===== config.mk =====
export PLATFORM = sky130hd
export DESIGN_NAME = corectl_top
export DESIGN_NICKNAME = d
export VERILOG_FILES = /design/src/rtl/corectl_pkg.sv /design/src/rtl/corectl_seq.sv /design/src/rtl/corectl_sticky.sv /design/src/rtl/corectl_pcreg.sv /design/src/rtl/corectl_top.sv
export SDC_FILE = /design/constraint.sdc
export NUM_CORES = 1
export LEC_CHECK = 0
export BUFFER_PORTS_ARGS = -buffer_cell sky130_fd_sc_hd__buf_4
export CAP_MARGIN = 20
export CORE_ASPECT_RATIO = 2
export CORE_MARGIN = 2
export CORE_UTILIZATION = 42
export CTS_BUF_LIST = sky130_fd_sc_hd__clkbuf_4 sky130_fd_sc_hd__clkbuf_8 sky130_fd_sc_hd__clkbuf_16
export DETAILED_ROUTE_END_ITERATION = 10
export HOLD_SLACK_MARGIN = 0.12
export PLACE_DENSITY = 0.82
export SETUP_SLACK_MARGIN = 0.2
export SLEW_MARGIN = 40
export SYNTH_ARGS = -nofsm -noshare
export SYNTH_HDL_FRONTEND = slang
export SYNTH_SLANG_ARGS = --single-unit

===== constraint.sdc =====
create_clock -name clk -period 2.5 [get_ports clk]
set_input_delay 0.375 -clock clk [delete_from_list [all_inputs] [get_ports clk]]
set_output_delay 0.375 -clock clk [all_outputs]
set_load 0.1 [all_outputs]

===== src/rtl/corectl_pkg.sv =====
package corectl_pkg;

    typedef enum logic [1:0] {
        CS_RUN   = 2'd0,
        CS_HALT  = 2'd1,
        CS_RESET = 2'd2
    } ctl_state_e;

    localparam int CTL_RST_BIT  = 0;
    localparam int CTL_STOP_BIT = 10;

    localparam int OFS_CTL = 'h00;
    localparam int OFS_STS = 'h04;
    localparam int OFS_PC  = 'h1C;

endpackage


===== src/rtl/corectl_seq.sv =====
module corectl_seq
    import corectl_pkg::*;
#(
    parameter int RST_CYC = 8
) (
    input  logic clk,
    input  logic rst_n,
    input  logic ctl_wr,
    input  logic ctl_rst_req,
    input  logic ctl_stop_req,
    output logic rst_go,
    output logic in_reset,
    output logic halt_lvl
);

    localparam int CNT_W = $clog2(RST_CYC + 1);
    localparam logic [CNT_W-1:0] CNT_LOAD = CNT_W'(RST_CYC - 1);

    ctl_state_e       state_q, state_d;
    logic [CNT_W-1:0] cnt_q, cnt_d;
    logic             stop_q;
    logic             stop_next;

    assign rst_go    = ctl_wr && ctl_rst_req && (state_q != CS_RESET);
    assign stop_next = ctl_wr ? ctl_stop_req : stop_q;

    always_comb begin
        state_d = state_q;
        cnt_d   = cnt_q;
        unique case (state_q)
            CS_RUN: begin
                if (rst_go) begin
                    state_d = CS_RESET;
                    cnt_d   = CNT_LOAD;
                end else if (ctl_wr && ctl_stop_req) begin
                    state_d = CS_HALT;
                end
            end
            CS_HALT: begin
                if (rst_go) begin
                    state_d = CS_RESET;
                    cnt_d   = CNT_LOAD;
                end else if (ctl_wr && !ctl_stop_req) begin
                    state_d = CS_RUN;
                end
            end
            CS_RESET: begin
                if (cnt_q == '0) begin
                    state_d = stop_next ? CS_HALT : CS_RUN;
                end else begin
                    cnt_d = cnt_q - 1'b1;
                end
            end
            default: begin
                state_d = CS_RUN;
                cnt_d   = '0;
            end
        endcase
    end

    always_ff @(posedge clk or negedge rst_n) begin
        if (!rst_n) begin
            state_q <= CS_RUN;
            cnt_q   <= '0;
            stop_q  <= 1'b0;
        end else begin
            state_q <= state_d;
            cnt_q   <= cnt_d;
            stop_q  <= stop_next;
        end
    end

    always_comb begin
        in_reset = (state_q == CS_RESET);
        halt_lvl = (state_q == CS_HALT) || ((state_q == CS_RESET) && stop_q);
    end

endmodule


===== src/rtl/corectl_sticky.sv =====
module corectl_sticky #(
    parameter int EVT_W = 3
) (
    input  logic             clk,
    input  logic             rst_n,
    input  logic             clr_all,
    input  logic [EVT_W-1:0] evt,
    input  logic             w1c_en,
    input  logic [EVT_W-1:0] w1c_mask,
    output logic [EVT_W-1:0] flags
);

    for (genvar g = 0; g < EVT_W; g++) begin : g_flag
        always_ff @(posedge clk or negedge rst_n) begin
            if (!rst_n) begin
                flags[g] <= 1'b0;
            end else if (clr_all) begin
                flags[g] <= 1'b0;
            end else if (evt[g]) begin
                flags[g] <= 1'b1;
            end else if (w1c_en && w1c_mask[g]) begin
                flags[g] <= 1'b0;
            end
        end
    end

endmodule


===== src/rtl/corectl_pcreg.sv =====
module corectl_pcreg #(
    parameter int PC_W = 16
) (
    input  logic            clk,
    input  logic            rst_n,
    input  logic            clr,
    input  logic            hold,
    input  logic            core_upd,
    input  logic [PC_W-1:0] core_nxt,
    input  logic            host_wr,
    input  logic [PC_W-1:0] host_val,
    output logic [PC_W-1:0] pc
);

    always_ff @(posedge clk or negedge rst_n) begin
        if (!rst_n) begin
            pc <= '0;
        end else if (clr) begin
            pc <= '0;
        end else if (core_upd && !hold) begin
            pc <= core_nxt;
        end else if (host_wr) begin
            pc <= host_val;
        end
    end

endmodule


===== src/rtl/corectl_top.sv =====
module corectl_top
    import corectl_pkg::*;
#(
    parameter int ADDR_W  = 8,
    parameter int DATA_W  = 32,
    parameter int PC_W    = 16,
    parameter int RST_CYC = 8,
    parameter int EVT_W   = 3
) (
    input  logic              clk,
    input  logic              rst_n,
    input  logic              bus_wr,
    input  logic [ADDR_W-1:0] bus_addr,
    input  logic [DATA_W-1:0] bus_wdata,
    output logic [DATA_W-1:0] bus_rdata,
    output logic              core_rst,
    output logic              core_halt,
    output logic [PC_W-1:0]   core_pc,
    input  logic              core_pc_upd,
    input  logic [PC_W-1:0]   core_pc_nxt,
    input  logic [EVT_W-1:0]  core_evt
);

    localparam logic [ADDR_W-1:0] A_CTL = ADDR_W'(OFS_CTL);
    localparam logic [ADDR_W-1:0] A_STS = ADDR_W'(OFS_STS);
    localparam logic [ADDR_W-1:0] A_PC  = ADDR_W'(OFS_PC);

    logic             sel_ctl, sel_sts, sel_pc;
    logic             rst_go, in_reset, halt_lvl, clr_now;
    logic [EVT_W-1:0] sts_q;
    logic [PC_W-1:0]  pc_q;

    assign sel_ctl = bus_wr && (bus_addr == A_CTL);
    assign sel_sts = bus_wr && (bus_addr == A_STS);
    assign sel_pc  = bus_wr && (bus_addr == A_PC);
    assign clr_now = rst_go || in_reset;

    corectl_seq #(.RST_CYC(RST_CYC)) seq_i (
        .clk          (clk),
        .rst_n        (rst_n),
        .ctl_wr       (sel_ctl),
        .ctl_rst_req  (bus_wdata[CTL_RST_BIT]),
        .ctl_stop_req (bus_wdata[CTL_STOP_BIT]),
        .rst_go       (rst_go),
        .in_reset     (in_reset),
        .halt_lvl     (halt_lvl)
    );

    corectl_sticky #(.EVT_W(EVT_W)) sts_i (
        .clk      (clk),
        .rst_n    (rst_n),
        .clr_all  (clr_now),
        .evt      (core_evt),
        .w1c_en   (sel_sts),
        .w1c_mask (bus_wdata[EVT_W-1:0]),
        .flags    (sts_q)
    );

    corectl_pcreg #(.PC_W(PC_W)) pc_i (
        .clk      (clk),
        .rst_n    (rst_n),
        .clr      (clr_now),
        .hold     (halt_lvl),
        .core_upd (core_pc_upd),
        .core_nxt (core_pc_nxt),
        .host_wr  (sel_pc),
        .host_val (bus_wdata[PC_W-1:0]),
        .pc       (pc_q)
    );

    always_comb begin
        bus_rdata = '0;
        if (bus_addr == A_CTL) begin
            bus_rdata[CTL_RST_BIT]  = in_reset;
            bus_rdata[CTL_STOP_BIT] = halt_lvl;
        end else if (bus_addr == A_STS) begin
            bus_rdata[EVT_W-1:0] = sts_q;
        end else if (bus_addr == A_PC) begin
            bus_rdata[PC_W-1:0] = pc_q;
        end
    end

    assign core_rst  = in_reset;
    assign core_halt = halt_lvl;
    assign core_pc   = pc_q;

endmodule


==> results.json <==
{
  "outcome": "finished, final reports clean",
  "cp.depth": 7,
  "cts_num_sinks": 26,
  "cts_buffers": 3,
  "worstPathCellList": "buf_4 > or4_4 > nor3_4 > buf_6 > buf_6 > and2_4 > buf_6",
  "maxSlewViolCount": 0,
  "worst-r2r-setup-slack_ns": 0.52,
  "finalWirelength_um": 4970,
  "synth_edf_count": 0,
  "multiInputGateArea_um2": 999.7,
  "final_net_count": 338,
  "final_cell_mix": "buf_4, dfrtp_1, o21ai_0",
  "drc": 0,
  "timing.hold.ws_ns": 0.3084,
  "setup_total_negative_slack_ns": 0,
  "critPathCapture": "bus_rdata[4]",
  "min_period_over_period_pct": 89.64,
  "unrepaired_setup_endpoints_after_global_routing": "true",
  "grt.overflow.total": 0,
  "firstDrtPassIters": 4,
  "initialDrtViolationCount": 20,
  "syn_to_final_growth_pct": 56.25,
  "die_area_mm2": 0.004630,
  "leakage_nw": 1.331,
  "cts.root.buffer_cell": "clkbuf_8",
  "finalSetupViolations": 0,
  "die_h_um": 94.25,
  "tritoncts": "built",
  "netlist_area_mm2": 0.001710,
  "global_route.usage.total_pct": 22.10,
  "io_buffer_count": 80,
  "postSynthAreaPerCell_um2": 9.245,
  "holdCritPathClass": "input pin to flip-flop",
  "ff_latch_area_um2": 650.6,
  "layout.cells.most_common": "buf_4",
  "ys_seq_area_share_pct": 38.04,
  "placementRows": 32,
  "route.vias.total": 1688,
  "worst-path-max-fanout": 7,
  "crit-reg2reg-launch": "seq_i.state_q[0]",
  "power_per_cell_area_mw_per_mm2": 514.3,
  "worstReg2RegEnd": "pc_i.pc[9]",
  "timing.slew.headroom_pct": 56.48,
  "setup.worst_path.start_class": "input pin",
  "yosys_register_bits": 26,
  "nFillCells": 312,
  "core_area_mm2": 0.003884,
  "grt_max_degree": 33,
  "timing.critical_path.required_ns": 2.12,
  "clock_skew_ns": 0.002988,
  "critical_path_arrival_ns": 1.87,
  "worst_path_max_delay_cell": "or4_4",
  "ios": 113,
  "timing.reg2reg.worst_path_depth": 6,
  "yosys_warnings": 0,
  "clk_path_buf_depth": 2,
  "yosys.cell_types.count": 43,
  "route.detailed.vias_per_inst": 5.226,
  "max_freq_mhz": 446.2,
  "chipWidth_um": 49.13,
  "htree_num_levels": 1,
  "timing.critical_path.from": "bus_addr[7]",
  "timing.critical_path.mode_cell": "buf_6",
  "antenna_cells": 0,
  "critPathMaxStageDelay_ns": 0.58,
  "grt_antenna_before_repair": 0,
  "clock_latency_ns": 0.28,
  "cp_top_family": "simple AND/OR/NAND/NOR gates",
  "drtAntennaViolNets": 0,
  "routedWlPerCell_um": 15.39,
  "clkTransAtPathRegs_ns": 0.09,
  "gpl.final_weighted_congestion": 0.9059,
  "vias_in_the_first_global_route": 1697,
  "worst-setup-path-type": "input pin to output port",
  "dpl.hpwl_um": 3662,
  "power.ir.vdd_worst_mv": 0.4855,
  "grt_pass1_wl_um": 7900,
  "worst_pin_slew_ns": 0.6443,
  "post_route_cells_drive_above_1_share_pct": 44.49,
  "hold_violations": 0,
  "synth-async-reset-ratio_pct": 100.0,
  "timing.critical_path.to_type": "output port",
  "synth_cells": 185,
  "path_buf_inv": 4,
  "predominant_post_synthesis_flop_cell": "dfrtp_1",
  "min_period_ns": 2.241,
  "drv.max_cap_violation_count": 0,
  "initial_utilization_pct": 44.04
}
-- state kept, by name (all words and copies together) (netlist names) --
name	cells
seq_i.cnt_q	4
seq_i.state_q	2
sts_i.flags	3
seq_i.stop_q	1
pc_i.pc	16
-- how the worst min path moves through the flow --
| stage | startpoint | to | slack (ns) | cells past startpoint |
|---|---|---|---|---|
| 2_1_floorplan | rst_n | pc_i.pc[0] | 0.08 | 0 |
| 3_3_place_gp | rst_n | pc_i.pc[11] | 0.30 | 1 |
| 3_5_place_dp | rst_n | pc_i.pc[13] | 0.31 | 1 |
| 4_1_cts | core_evt[1] | sts_i.flags[1] | 0.30 | 2 |
| 5_1_grt | core_evt[1] | sts_i.flags[1] | 0.31 | 2 |
| 6_report | core_evt[1] | sts_i.flags[1] | 0.31 | 2 |
-- repair_timing --
item | CTS | global route
gates resized for setup | 25 | 17
pin swaps | 1 | 2
endpoints found under the setup margin | 16 | 16
setup buffers | 1 | 0
hold buffers | 1 | 0
gates cloned | 1 | 0
endpoints found under the hold margin | 26 | 0
-- cells by family (layout without fill, tap and decap cells) --
kind of cell	Yosys count	in the layout	synth area share (%)
AO/OA/AOI/OAI	63	63	22.68
AND/OR/NAND/NOR	43	43	14.56
buffers and inverters	33	105	13.17
flip-flops	26	26	38.04
multiplexers	16	16	9.363
adder cells (fa/ha/maj)	2	2	1.463
other	1	16	0.2192
XOR/XNOR	1	1	0.5122
-- where the power goes --
part	switching (W)	leakage, nW	internal, W
Combinational	0.000405	0.994	0.000133
Clock	0.000139	0.0357	0.000215
Sequential	0.0000319	0.301	0.000451
-- synthesized netlist by cell type (2+ instances only) --
| cell | instances | area share (%) |
|---|---|---|
| buf_6 | 2 | 1.3 |
| nor3_1 | 5 | 1.5 |
| mux2i_1 | 16 | 9.4 |
| clkbuf_1 | 4 | 0.88 |
| o21a_1 | 4 | 1.8 |
| buf_4 | 16 | 7.0 |
| a211o_1 | 2 | 1.0 |
| dfrtp_1 | 26 | 38 |
| ha_1 | 2 | 1.5 |
| a21boi_0 | 3 | 1.3 |
| o21ai_0 | 21 | 6.1 |
| a41oi_1 | 2 | 1.0 |
| and2_1 | 12 | 4.4 |
| nand3_1 | 2 | 0.59 |
| nor2_1 | 4 | 0.88 |
| nor4_1 | 3 | 1.1 |
| nand2_1 | 5 | 1.1 |
| inv_1 | 8 | 1.8 |
| a22oi_1 | 2 | 0.88 |
| a21oi_1 | 18 | 5.3 |
| nor2b_1 | 5 | 1.8 |
| or4_1 | 2 | 0.88 |
-- final cells by class --
| cell class | instances | area share, % |
|---|---|---|
| clock buffer | 3 | 1.545 |
| clock inverter | 1 | 1.124 |
| inverter | 8 | 1.124 |
| multi-input combinational | 141 | 37.41 |
| sequential | 26 | 24.34 |
| tap | 51 | 2.388 |
| timing repair buffer | 93 | 32.07 |
-- per-layer routing --
metal  track usage [%]  vias to the layer above  part of all wire, %
li1                  -                      809                    -
met1             24.03                      800                   34
met2             40.32                       68                   59
met3             3.025                       11                  4.5
met4             11.67                        0                  2.9
met5                 0                        -                    0
-- per-stage QoR --
stage	total power, W	std cells	setup WS (ns)	utilization (%)	area, µm²
CTS	0.001381	323	0.1983	66.91	2599
finish	0.001375	323	0.2591	68.81	2673
floorplan	0.0008937	200	0.07200	-	1869
global placement	0.001014	316	0.07090	62.11	2412
detailed placement	0.001022	316	0.02624	62.11	2412
global route	0.001423	323	0.2003	68.81	2673
Note: power is estimated with default switching activity, not from simulation.
